--- src/rtl/sirq_slave.sv ---
module sirq_slave #(
  parameter int NSLOT     = 17,
  parameter int START_MIN = 4
) (
  input  logic             clk,
  input  logic             rst_n,
  input  logic             line_i,
  input  logic [NSLOT-1:0] irq_req,
  input  logic [NSLOT-1:0] slot_en,
  output logic             line_oe_lo,
  output logic             quiet_o
);
  localparam int          SW   = $clog2(NSLOT);
  localparam logic [SW-1:0] LAST = SW'(NSLOT - 1);
  localparam logic [2:0]  SMIN = 3'(START_MIN);

  typedef enum logic [1:0] {S_IDLE, S_TA, S_DATA, S_STOP} st_t;

  st_t           st;
  logic [SW-1:0] frm;
  logic [1:0]    ph;
  logic [2:0]    low_run;
  logic          kicked;

  wire pend     = |(irq_req & slot_en);
  wire slot_hit = (st == S_DATA) && (ph == 2'd0) && irq_req[frm] && slot_en[frm];
  wire kick     = (st == S_IDLE) && quiet_o && pend && !kicked && (low_run == 3'd0);
  wire [2:0] run_nx = (low_run == 3'd7) ? low_run : low_run + 3'd1;

  assign line_oe_lo = slot_hit | kick;

  always_ff @(posedge clk or negedge rst_n) begin
    if (!rst_n) begin
      st      <= S_IDLE;
      frm     <= '0;
      ph      <= '0;
      low_run <= '0;
      kicked  <= 1'b0;
      quiet_o <= 1'b0;
    end else begin
      low_run <= line_i ? 3'd0 : run_nx;
      case (st)
        S_IDLE: begin
          if (kick) kicked <= 1'b1;
          if (line_i && low_run >= SMIN) st <= S_TA;
        end
        S_TA: begin
          st     <= S_DATA;
          frm    <= '0;
          ph     <= '0;
          kicked <= 1'b0;
        end
        S_DATA: begin
          if (ph == 2'd2) begin
            ph <= '0;
            if (frm == LAST) st <= S_STOP;
            else frm <= frm + SW'(1);
          end else begin
            ph <= ph + 2'd1;
          end
        end
        S_STOP: begin
          if (line_i && low_run >= 3'd2) begin
            quiet_o <= (low_run == 3'd2);
            st      <= S_IDLE;
          end
        end
        default: st <= S_IDLE;
      endcase
    end
  end


  no_double_drive_chk: assert property (@(posedge clk) disable iff (!rst_n)
    line_oe_lo |=> !line_oe_lo);


  no_cont_kick_chk: assert property (@(posedge clk) disable iff (!rst_n)
    (st == S_IDLE && line_oe_lo) |-> quiet_o);


  mode_from_stop_chk: assert property (@(posedge clk) disable iff (!rst_n)
    !$stable(quiet_o) |-> $past(st) == S_STOP);


  start_align_chk: assert property (@(posedge clk) disable iff (!rst_n)
    (st == S_TA) |=> (st == S_DATA && frm == '0 && ph == 2'd0));


  slot_range_chk: assert property (@(posedge clk) disable iff (!rst_n)
    (st == S_DATA) |-> (frm <= LAST && ph != 2'd3));
endmodule

--- config.mk ---
export PLATFORM = sky130hd
export DESIGN_NAME = sirq_slave
export DESIGN_NICKNAME = d
export VERILOG_FILES = /design/src/rtl/sirq_slave.sv
export SDC_FILE = /design/constraint.sdc
export NUM_CORES = 1
export LEC_CHECK = 0
export ABC_AREA = 1
export BUFFER_PORTS_ARGS = -buffer_cell sky130_fd_sc_hd__buf_2
export CAP_MARGIN = 25
export CORE_MARGIN = 2
export CORE_UTILIZATION = 52
export DETAILED_ROUTE_END_ITERATION = 7
export PLACE_DENSITY = 0.8
export SYNTH_ARGS = -nofsm -noshare
export SYNTH_HDL_FRONTEND = slang
export SYNTH_SLANG_ARGS = --single-unit
--- constraint.sdc ---
create_clock -name clk -period 4 [get_ports clk]
set_input_delay 0.2 -clock clk [delete_from_list [all_inputs] [get_ports clk]]
set_output_delay 0.2 -clock clk [all_outputs]
set_load 0.05 [all_outputs]
### Word level (Yosys, flattened, before mapping)

Index checks and enable logic that the tools add are counted.

| storage, ports and cells | value |
|---|---|
| bits in registers | 14 |
| input port bits | 37 |
| output and inout port bits | 2 |
| logic and storage cells | 66 |

| cells by class | value |
|---|---|
| add/subtract/negate cells | 3 |
| order comparisons | 3 |
| equal/unequal tests | 14 |
| multiplexer cells | 18 |
| bitwise logic cells | 2 |
| reductions and logical operators | 20 |

Operators with widths:

| operator | count |
|---|---|
| AND 17 bit | 1 |
| OR reduction 17 bit | 1 |
| binary-select mux 1 bit (select 5 bit) | 2 |
| two-way mux 2 bit | 5 |
| two-way mux 5 bit | 2 |
| one-hot mux 5 bit (2 select lines) | 1 |
| logical AND 1 bit | 9 |
| inequality test 2 bit (second input constant) | 4 |
| one-hot mux 2 bit (4 select lines) | 1 |
| == test 2 bit (second input constant) | 3 |
| < comparator 5 x 6 -> 1 bit (second input constant) | 1 |
| two-way mux 3 bit | 2 |
| inequality test 2 x 1 -> 1 bit (second input constant) | 3 |
| adder 5 x 1 -> 5 bit (second input constant) | 1 |
| == test 5 bit (second input constant) | 1 |
| logical NOT 2 bit | 2 |
| one-hot mux 2 bit (2 select lines) | 1 |
| AND reduction 2 bit | 2 |
| AND reduction 4 bit | 1 |
| nonzero test 2 bit | 2 |
| adder 3 x 1 -> 3 bit (second input constant) | 1 |
| == test 3 x 2 -> 1 bit (second input constant) | 1 |
| == test 3 bit (second input constant) | 1 |
| greater-or-equal comparator 3 x 2 -> 1 bit (second input constant) | 1 |
| 9 further kinds | 11 |

### Longest topological paths before layout

Gate-level depths: netlist of the first run.

| logic depth | value |
|---|---|
| depth in word-level cells | 7 |
| depth in mapped cells | 11 |
| depth with buffers taken out | 10 |

### Worst setup path after synthesis of the first run

No wires, ideal clock.

| path | value |
|---|---|
| path type | flip-flop to output port |
| from | register st[0] |
| to | output port line_oe_lo |
| data arrival time | 1474 ps |
| required time | 3800 ps |
| setup slack | 2326 ps |
| stages on the path, launching flop included | 8 |
| path buffers | 1 |
| cell sequence | dfrtp_1 inv_1 ha_1 buf_2 nand3_1 a21oi_1 nand3_1 nand2_1 |

| between the ends | value |
|---|---|
| longest elaborated chain between the ends | 6 |
| elaborated cells on any way between the ends | 10 |
| classes of those cells | 1 x eq/ne; 1 x bitwise; 8 x reduce/logical |

RTL lines:

| what | line | text |
|---|---|---|
| from (decl) | 19 | `st_t st;` |
| from (signal assigned) | 34 | `st <= S_IDLE;` |
| from (signal assigned) | 45 | `if (line_i && low_run >= SMIN) st <= S_TA;` |
| from (signal assigned) | 48 | `st <= S_DATA;` |
| logical NOT 2 bit | 27 | `wire kick = (st == S_IDLE) && quiet_o && pend && !kicked && (low_run == 3'd0);` |
| logical AND 1 bit (4 in series) | 27 |  |
| OR 1 bit (*) | 30 | `assign line_oe_lo = slot_hit \| kick;` |
| to (decl) | 10 | `output logic line_oe_lo,` |

Every way passes the cells marked *; elsewhere a longest branch is shown, timed or not.

### Worst setup path after layout of the first run

| path | value |
|---|---|
| from | register frm[0] |
| to | output port line_oe_lo |

| between the ends | value |
|---|---|
| longest elaborated chain between the ends | 5 |
| elaborated cells on any way between the ends | 7 |
| classes of those cells | 4 x mux; 1 x bitwise; 2 x reduce/logical |

RTL lines:

| what | line | text |
|---|---|---|
| from (decl) | 20 | `logic [SW-1:0] frm;` |
| from (signal assigned) | 57 | `else frm <= frm + SW'(1);` |
| binary-select mux 1 bit (select 5 bit) | 26 | `wire slot_hit = (st == S_DATA) && (ph == 2'd0) && irq_req[frm] && slot_en[frm];` |
| two-way mux 1 bit (not written as such) | 26 |  |
| logical AND 1 bit | 26 |  |
| logical AND 1 bit (*) | 26 |  |
| OR 1 bit (*) | 30 |  |

Every way passes the cells marked *; elsewhere a longest branch is shown, timed or not. The select of a mux whose other input is x is not followed.

==> run_results.csv, run 1 <==
group,metric,value,unit
detailed_routing,num_vias,1398,
sta,worst_slew_pin_slew,0.688,ns
finish,multi_input_area,818,um^2
yosys,synth.avg_cell_area,6.36,um^2
place,place_area,0.00150,mm^2
setup_path,slowest_stage,"dfrtp_1",
setup_path,path_buf_inv,2,
pwr,p_sw,0.0757,mW
finish,layout.nets,295,
setup_path,crit_required,3.80,ns
setup_path,path_max_fanout,20,
finish,fin_util,63.1,%
clocking,numCtsBuffers,3,
detailed_routing,wire_per_inst,10.5,um
setup_path,crit_arrival,2.08,ns
setup_path,cp_cell_sequence,"inv_6 -> nand2_1 -> nand3_1 -> nand2_1 -> nand2_1 -> nand2_1 -> nor2_1 -> nand2_1 -> nand3_1 -> nand2_1 -> buf_2",
floorplan,rows,18,
clocking,post_cts_buffers,0,
yosys,synth-warning-count,0,
sta,slew_viol_final,0,
sta,relSlewSlack,54.2,%
pwr,power_density,194,mW/mm^2
place,gp_congestion,0.826,
setup_path,rr_worst_depth,7,
sta,tns,0,ns
pwr,combPwrFrac,18.7,%
clocking,cts_num_sinks,14,
clocking,clkTransAtPathRegs,0.08,ns
clocking,h-tree-depth,1,
place,portBuffers,38,
yosys,synth_area,0.00134,mm^2
pwr,p_seq_share,48.5,%
setup_path,critPathKind,"flop to primary output",
finish,register_area,350,um^2
grt,grt_pass1_vias,1233,
pwr,power.internal,0.225,mW
sta,post-route-min-period,2.28,ns
floorplan,dieWidth,54.7,um
sta,finalSetupViolations,0,
clocking,cts-root-buf,"clkbuf_4",
pwr,power_leakage,0.874,nW
pwr,power,0.301,mW
sta,whs,0.251,ns
detailed_routing,drt_iter0_drc,27,
setup_path,cp_num_cells,11,
detailed_routing,drtPass1Iterations,4,
yosys,synth-seq-area-share,26.2,%
sta,final_hold_viol_count,0,
detailed_routing,routed_wl,2.91,mm
setup_path,end_kind,"primary output",
grt,grt_max_degree,21,
grt,grt_pass1_wl,4.73,mm
setup_path,cp-start-kind,"flop",
detailed_routing,drc,0,
floorplan,io_pins,39,
clocking,clk_latency,0.27,ns
grt,grt_overflow,0,
place,hpwl,2.36,mm
yosys,ys_ff_latch,14,
setup_path,cpMostUsedCell,"nand2_1",
sta,fmax,0.439,GHz
detailed_routing,viasPerCell,5.05,
floorplan,core,0.00245,mm^2
hold_path,hp-class,"primary input to flop",
clocking,cts_buffer_depth,2,
finish,drive_gt1_share,18.6,%
pwr,worst_ir_drop_vdd,0.237,mV
grt,antenna_found_initial,0,
status,status,"finished, final reports clean",
finish,fillerInstances,232,
setup_path,critical_path.top_delay_family,"flip-flops",
finish,insertedDiodeCount,0,
floorplan,start_util,54.4,%
grt,grtUsageTotal,21.4,%
clocking,cts_tree,"done",
yosys,synthCells,210,
setup_path,cpPeakStageDelay,0.79,ns
floorplan,design.die.area,0.00299,mm^2
sta,skew,0.00650,ns
hold_path,min_path_cells,4,
finish,syn_to_final_growth,15.9,%
pwr,p_clk_share,32.8,%
sta,fin_crit_sh,57.0,%
finish,final_area,0.00155,mm^2
sta,rsz0062_at_grt,"false",
flow_run,drv_cap,0,
yosys,synth_nets,257,
yosys,ys_types,23,
detailed_routing,ant_nets,0,
pwr,p_sw_share,25.2,%
floorplan,fp.dieH,54.7,um
worst reg2reg max path, cell delays in order, from the launching register on:
cell	delay, ns
dfrtp_1	0.79
inv_6	0.17
ha_1	0.25
nand3_1	0.10
nand2_1	0.09
o22ai_4	0.23
nand3b_1	0.13
o21ai_1	0.10
path summary, 6_finish.rpt:
check / from / to / slack (ns)
setup reg to reg: frm[0] / frm[3] / 2.08
min in group asynchronous: rst_n / st[1] / 0.34
hold / removal: line_i / low_run[1] / 0.25
hold reg to reg: quiet_o / quiet_o / 0.54
max in group asynchronous: rst_n / ph[0] / 3.42
setup / recovery: frm[0] / line_oe_lo / 1.72
per-layer routing:
layer / vias to the layer above / wire length (um) / global-route usage, %
li1: 753 / - / -
met2: 26 / 1440 / 40.9
met1: 615 / 1350 / 25.0
met3: 4 / 98 / 1.64
met5: - / 0 / 0
met4: 0 / 25 / 5.83
state kept, by name, summed over array words and instances (netlist names):
name	count
frm	5
low_run	3
ph	2
st	2
kicked	1
quiet_o	1
power groups by stage:
stage                     clock (mW)  combinational [mW]  sequential (mW)
final                         0.0988              0.0561            0.146
after global routing           0.110              0.0650            0.146
after CTS                      0.102              0.0564            0.146
after detailed placement           0              0.0552            0.149
after global placement             0              0.0554            0.149
after floorplan                    0              0.0263            0.148
through the flow:
stage	instances	setup WS (ns)
global placement	272	2.03
floorplan	210	2.33
detailed placement	272	2.02
CTS	277	1.70
global route	277	1.54
finish	277	1.72
cell usage after synthesis:
master / instances / share of area [%]
nand2_1: 77 / 22
nand3_1: 27 / 10
inv_1: 25 / 7.0
dfrtp_1: 14 / 26
ha_1: 10 / 9.4
nor2_1: 9 / 2.5
o21ai_0: 9 / 3.4
a21oi_1: 8 / 3.0
o21ai_1: 8 / 3.0
nand4_1: 5 / 2.3
buf_6: 3 / 2.5
nor3_1: 3 / 1.1
xor2_1: 2 / 1.3
a31oi_1: 1 / 0.47
and3_1: 1 / 0.47
buf_2: 1 / 0.37
buf_4: 1 / 0.56
buf_8: 1 / 1.1
inv_2: 1 / 0.28
inv_6: 1 / 0.66
nand3b_1: 1 / 0.56
nor2_2: 1 / 0.47
o22ai_4: 1 / 1.5
what timing repair did:
item / CTS / global route
resized for setup: 0 / 0
hold endpoints to repair: 14 / 0
setup endpoints to repair: 0 / 0
hold buffers: 1 / 0
placed cells by master, fill, tap and decap left out, types with 2 or more instances in the layout:
cell type | netlist | layout
nor3_1 | 3 | 3
ha_1 | 10 | 10
nand2_1 | 77 | 77
nand3_1 | 27 | 27
o21ai_1 | 8 | 8
clkbuf_4 | 0 | 3
nor2_1 | 9 | 9
o21ai_0 | 9 | 9
xor2_1 | 2 | 2
nand4_1 | 5 | 5
dfrtp_1 | 14 | 14
a21oi_1 | 8 | 8
buf_2 | 1 | 38
inv_1 | 25 | 25
area by class of cell:
cell class | instances | area share [%]
inverter | 27 | 6.87
multi-input combinational | 163 | 52.8
sequential | 14 | 22.6
tap | 30 | 2.42
timing repair buffer | 39 | 12.9
clock buffer | 4 | 2.34
cells by family after synthesis:
| group | share of synthesized area, % |
|---|---|
| fa+ha+maj | 9.36 |
| buf+inv | 12.5 |
| compound gates | 11.3 |
| simple gates | 39.2 |
| xor+xnor | 1.31 |
| flops | 26.2 |
(Power assumes the default switching activity.)
==> inputs of run 2 (changes only) <==
- clock period: 4 -> 2.1 ns (I/O delays scaled with it)
==> run 2 against run 1 <==
Net effect: routed wire length increased by 0.34%; via count increased by 2.1%; clock power increased by 90%; critical path depth decreased by 1; core utilization increased by 1.2 points; largest power group unchanged.
==> run_results.csv, run 2 (synthesis results as in run 1) <==
group,metric,value,unit
status,status,"finished, final reports clean",
grt,grtUsageTotal,21.7,%
finish,final_common_cell,"nand2_1",
sta,fin_crit_sh,91.0,%
grt,antenna_found_initial,0,
detailed_routing,routed_wl,2.92,mm
sta,whs,0.173,ns
grt,grt_pass1_vias,1182,
finish,fin_util,64.3,%
sta,skew,0.00540,ns
place,portBuffers,38,
clocking,h-tree-depth,1,
setup_path,critPathKind,"flop to primary output",
detailed_routing,drt_iter0_drc,35,
finish,syn_to_final_growth,18.2,%
hold_path,hp-class,"primary input to flop",
finish,insertedDiodeCount,0,
finish,final_cell_mix,"nand2_1, buf_2, nand3_1",
floorplan,core,0.00245,mm^2
clocking,clk_latency,0.28,ns
sta,worst_slew_pin_slew,0.311,ns
detailed_routing,drtPass1Iterations,4,
pwr,power_leakage,0.885,nW
clocking,clkTransAtPathRegs,0.08,ns
sta,post-route-min-period,1.91,ns
place,hpwl,2.32,mm
sta,finalSetupViolations,0,
setup_path,crit_arrival,1.81,ns
sta,relSlewSlack,79.2,%
pwr,power_density,363,mW/mm^2
grt,grt_max_degree,21,
floorplan,fp.dieH,54.7,um
detailed_routing,drc,0,
floorplan,design.die.area,0.00299,mm^2
place,gp_congestion,0.867,
clocking,cts_buffer_depth,2,
grt,grt_pass1_wl,4.67,mm
finish,largest_register_ffs,5,
setup_path,cp-start-kind,"flop",
floorplan,dieWidth,54.7,um
setup_path,end_kind,"primary output",
finish,drive_gt1_share,20.4,%
clocking,cts-root-buf,"clkbuf_4",
grt,grt_overflow,0,
clocking,cts_num_sinks,14,
setup_path,path_max_fanout,10,
finish,fillerInstances,244,
sta,slew_viol_final,0,
floorplan,start_util,54.4,%
sta,rsz0062_at_grt,"false",
floorplan,rows,18,
sta,fmax,0.523,GHz
clocking,cts_tree,"done",
detailed_routing,wire_per_inst,10.4,um
detailed_routing,viasPerCell,5.10,
clocking,numCtsBuffers,3,
pwr,worst_ir_drop_vdd,0.489,mV
finish,top_register,"frm",
detailed_routing,num_vias,1428,
floorplan,io_pins,39,
finish,instances_no_fill,280,
finish,top_regs,"frm x5, low_run x3",
place,dp_cells,273,
detailed_routing,ant_nets,0,
setup_path,crit_required,2.00,ns
flow_run,drv_cap,0,
sta,final_hold_viol_count,0,
sta,tns,0,ns
finish,layout.nets,298,
[run 2: cell types whose count changed in the layout (fill, tap and decap cells not counted), sizes merged]
| cell | change |
|---|---|
| buf | +1 |
| clkbuf | +2 |
[run 2: layer usage]
layer / vias up / track usage, % / routed length, um
met5: - / 0 / 0
met4: 0 / 11.3 / 57
met3: 4 / 1.64 / 152
met2: 37 / 39.7 / 1470
met1: 630 / 24.9 / 1250
li1: 757 / - / -
[run 2: critical path: stages (launching register included)]
cell      delay [ns]
dfrtp_4         0.51
clkbuf_4        0.23
nand2_1         0.06
nand3_1         0.08
nand2_1         0.06
nand2_1         0.05
nand2_1         0.05
o21ai_1         0.12
nand3_1         0.07
nand2_1         0.06
clkbuf_4        0.22
[run 2: where the power goes]
group	leakage, nW	internal, mW	total (mW)	switching, mW
combinational	0.689	0.0499	0.107	0.0573
sequential	0.174	0.274	0.278	0.00425
clock	0.0210	0.106	0.188	0.0819
total	0.885	0.430	0.573	0.143
[run 2: path summary, 6_finish.rpt]
path                            startpoint          to  slack (ns)  cells past startpoint
worst max-delay path                frm[0]  line_oe_lo        0.19                     10
worst min-delay path                line_i  low_run[2]        0.17                      4
worst max register to register      frm[1]       st[0]        0.53                      7
worst min register to register     quiet_o     quiet_o        0.53                      2
max in group asynchronous            rst_n      frm[0]        1.59                      2
min in group asynchronous            rst_n       st[1]        0.24                      2
[run 2: area by class of cell]
cell class / count / area (um^2) / area share (%)
Multi-Input combinational cell: 163 / 818 / 51.8
Sequential cell: 14 / 355 / 22.5
Timing Repair Buffer: 42 / 225 / 14.3
Inverter: 27 / 106 / 6.74
Tap cell: 30 / 37.5 / 2.38
Clock buffer: 4 / 36.3 / 2.30
[run 2: through the flow]
| step | area (um^2) | total power, mW | setup slack [ns] |
|---|---|---|---|
| detailed placement | 1510 | 0.389 | 0.241 |
| floorplan | 1340 | 0.333 | 0.521 |
| global route | 1580 | 0.616 | 0.00912 |
| CTS | 1560 | 0.586 | 0.119 |
| global placement | 1510 | 0.389 | 0.274 |
| finish | 1580 | 0.573 | 0.189 |
[run 2: repair_timing]
| item | CTS | global route |
|---|---|---|
| buffers inserted | 0 | 2 |
| hold buffers | 1 | 0 |
| endpoints found under the hold margin | 14 | 0 |
| endpoints found under the setup margin | 1 | 1 |
| pin swaps | 0 | 0 |
| gates resized for setup | 1 | 3 |
==> inputs of run 3 (changes only) <==
- clock period: 2.1 -> 2.3 ns (I/O delays scaled with it)
==> run 3 against run 2 <==
Net effect: sequential cell count stayed put; via count is 3.6% lower; register-to-register slack better by 0.13 ns; critical endpoint unchanged; die area stayed put; routed wire length is 0.17% higher; count of clock-buffer cells in the layout is 1 lower; largest power group unchanged; critical path depth is 1 higher.
==> run_results.csv, run 3 (synthesis results as in run 1) <==
group,metric,value,unit
sta,fin_crit_sh,84.7,%
floorplan,fp.dieH,54.7,um
setup_path,critical_path.top_delay_family,"flip-flops",
status,status,"finished, final reports clean",
setup_path,cpMostUsedCell,"nand2_1",
finish,insertedDiodeCount,0,
finish,final_common_cell,"nand2_1",
pwr,power_leakage,0.869,nW
sta,fmax,0.514,GHz
detailed_routing,ant_nets,0,
floorplan,design.die.area,0.00299,mm^2
clocking,cts-root-buf,"clkbuf_4",
sta,slew_viol_final,0,
detailed_routing,num_vias,1376,
place,portBuffers,38,
finish,final_cell_mix,"nand2_1, buf_2, nand3_1",
grt,grtUsageTotal,21.2,%
setup_path,critPathKind,"flop to primary output",
finish,largest_register_ffs,5,
clocking,numCtsBuffers,3,
flow_run,drv_cap,0,
clocking,clk_latency,0.28,ns
finish,syn_to_final_growth,15.5,%
clocking,post_cts_buffers,0,
finish,top_register,"frm",
detailed_routing,drtPass1Iterations,4,
setup_path,slowest_stage,"dfrtp_2",
setup_path,cp-start-kind,"flop",
detailed_routing,drt_iter0_drc,21,
clocking,cts_buffer_depth,2,
setup_path,path_buf_inv,2,
sta,tns,0,ns
setup_path,cp_cell_sequence,"inv_6 -> nand2_1 -> nand3_1 -> nand2_1 -> nand2_1 -> nand2_1 -> nor2_1 -> nand2_1 -> nand3_1 -> nand2_1 -> buf_2",
setup_path,cpPeakStageDelay,0.60,ns
sta,relSlewSlack,75.9,%
sta,finalSetupViolations,0,
sta,final_hold_viol_count,0,
setup_path,crit_arrival,1.83,ns
grt,grt_max_degree,21,
setup_path,crit_required,2.18,ns
floorplan,rows,18,
sta,rsz0062_at_grt,"false",
detailed_routing,routed_wl,2.93,mm
clocking,clkTransAtPathRegs,0.08,ns
pwr,power_density,317,mW/mm^2
place,gp_congestion,0.856,
floorplan,dieWidth,54.7,um
floorplan,start_util,54.4,%
setup_path,path_max_fanout,20,
detailed_routing,drc,0,
clocking,cts_num_sinks,14,
floorplan,core,0.00245,mm^2
sta,post-route-min-period,1.95,ns
detailed_routing,wire_per_inst,10.6,um
grt,antenna_found_initial,0,
detailed_routing,viasPerCell,4.97,
grt,grt_overflow,0,
hold_path,hp-class,"primary input to flop",
grt,grt_pass1_vias,1158,
sta,skew,0.000329,ns
finish,fillerInstances,267,
finish,top_regs,"frm x5, low_run x3",
place,hpwl,2.37,mm
clocking,h-tree-depth,1,
setup_path,end_kind,"primary output",
grt,grt_pass1_wl,4.64,mm
finish,layout.nets,296,
floorplan,io_pins,39,
sta,worst_slew_pin_slew,0.362,ns
pwr,worst_ir_drop_vdd,0.368,mV
pwr,power,0.490,mW
finish,drive_gt1_share,19.0,%
clocking,cts_tree,"done",
==> run 3: timing repair <==
action                     4_1_cts  5_1_grt
gates resized for setup          0        1
hold endpoints to repair        14        0
setup endpoints to repair        0        1
hold buffers                     1        0
==> run 3: area by class of cell <==
type	instances	area [um^2]	share of cell area, %
timing repair buffer	40	208	13.5
inverter	27	106	6.89
multi-input combinational	163	818	53.0
tap	30	37.5	2.43
clock buffer	3	22.5	1.46
sequential	14	352	22.8
==> run 3: per-stage QoR <==
step | hold slack, ns | instance area [um^2] | setup WS [ns] | cells | utilization, %
global placement | 0.0304 | 1510 | 0.445 | 273 | 61.5
CTS | 0.182 | 1540 | 0.112 | 277 | 62.8
finish | 0.184 | 1540 | 0.353 | 277 | 62.9
floorplan | -0.181 | 1340 | 0.711 | 210 | -
detailed placement | 0.0293 | 1510 | 0.425 | 273 | 61.5
global route | 0.200 | 1540 | 0.159 | 277 | 62.9
==> run 3: power by group <==
| group | internal (mW) | switching [mW] |
|---|---|---|
| Combinational | 0.0453 | 0.0523 |
| Sequential | 0.250 | 0.00384 |
| Clock | 0.0608 | 0.0777 |
| Total | 0.356 | 0.134 |
==> run 3: path summary, 6_finish.rpt <==
| check | from | endpoint | slack, ns | cells after the start |
|---|---|---|---|---|
| max | frm[0] | line_oe_lo | 0.35 | 11 |
| min | line_i | low_run[1] | 0.18 | 4 |
| max reg2reg | frm[1] | st[0] | 0.66 | 7 |
| min reg2reg | ph[0] | ph[0] | 0.53 | 2 |
| max in group asynchronous | rst_n | frm[0] | 1.80 | 2 |
| min in group asynchronous | rst_n | ph[1] | 0.25 | 2 |
==> run 3: worst reg2reg max path, stage by stage, from the launching register on <==
cell and delay (ns):
dfrtp_1 0.51, inv_2 0.23, ha_1 0.18, nand3_1 0.09, o21ai_1 0.15, nand3_1 0.16, nor3_1 0.16, a21oi_1 0.05
==> run 3: metal layers <==
metal | part of all wire, % | routed length, um | GRT usage, %
met5 | 0 | 0 | 0
met4 | 1.7 | 51 | 9.17
met3 | 4.7 | 139 | 2.19
met2 | 47 | 1370 | 37.5
met1 | 47 | 1370 | 25.7
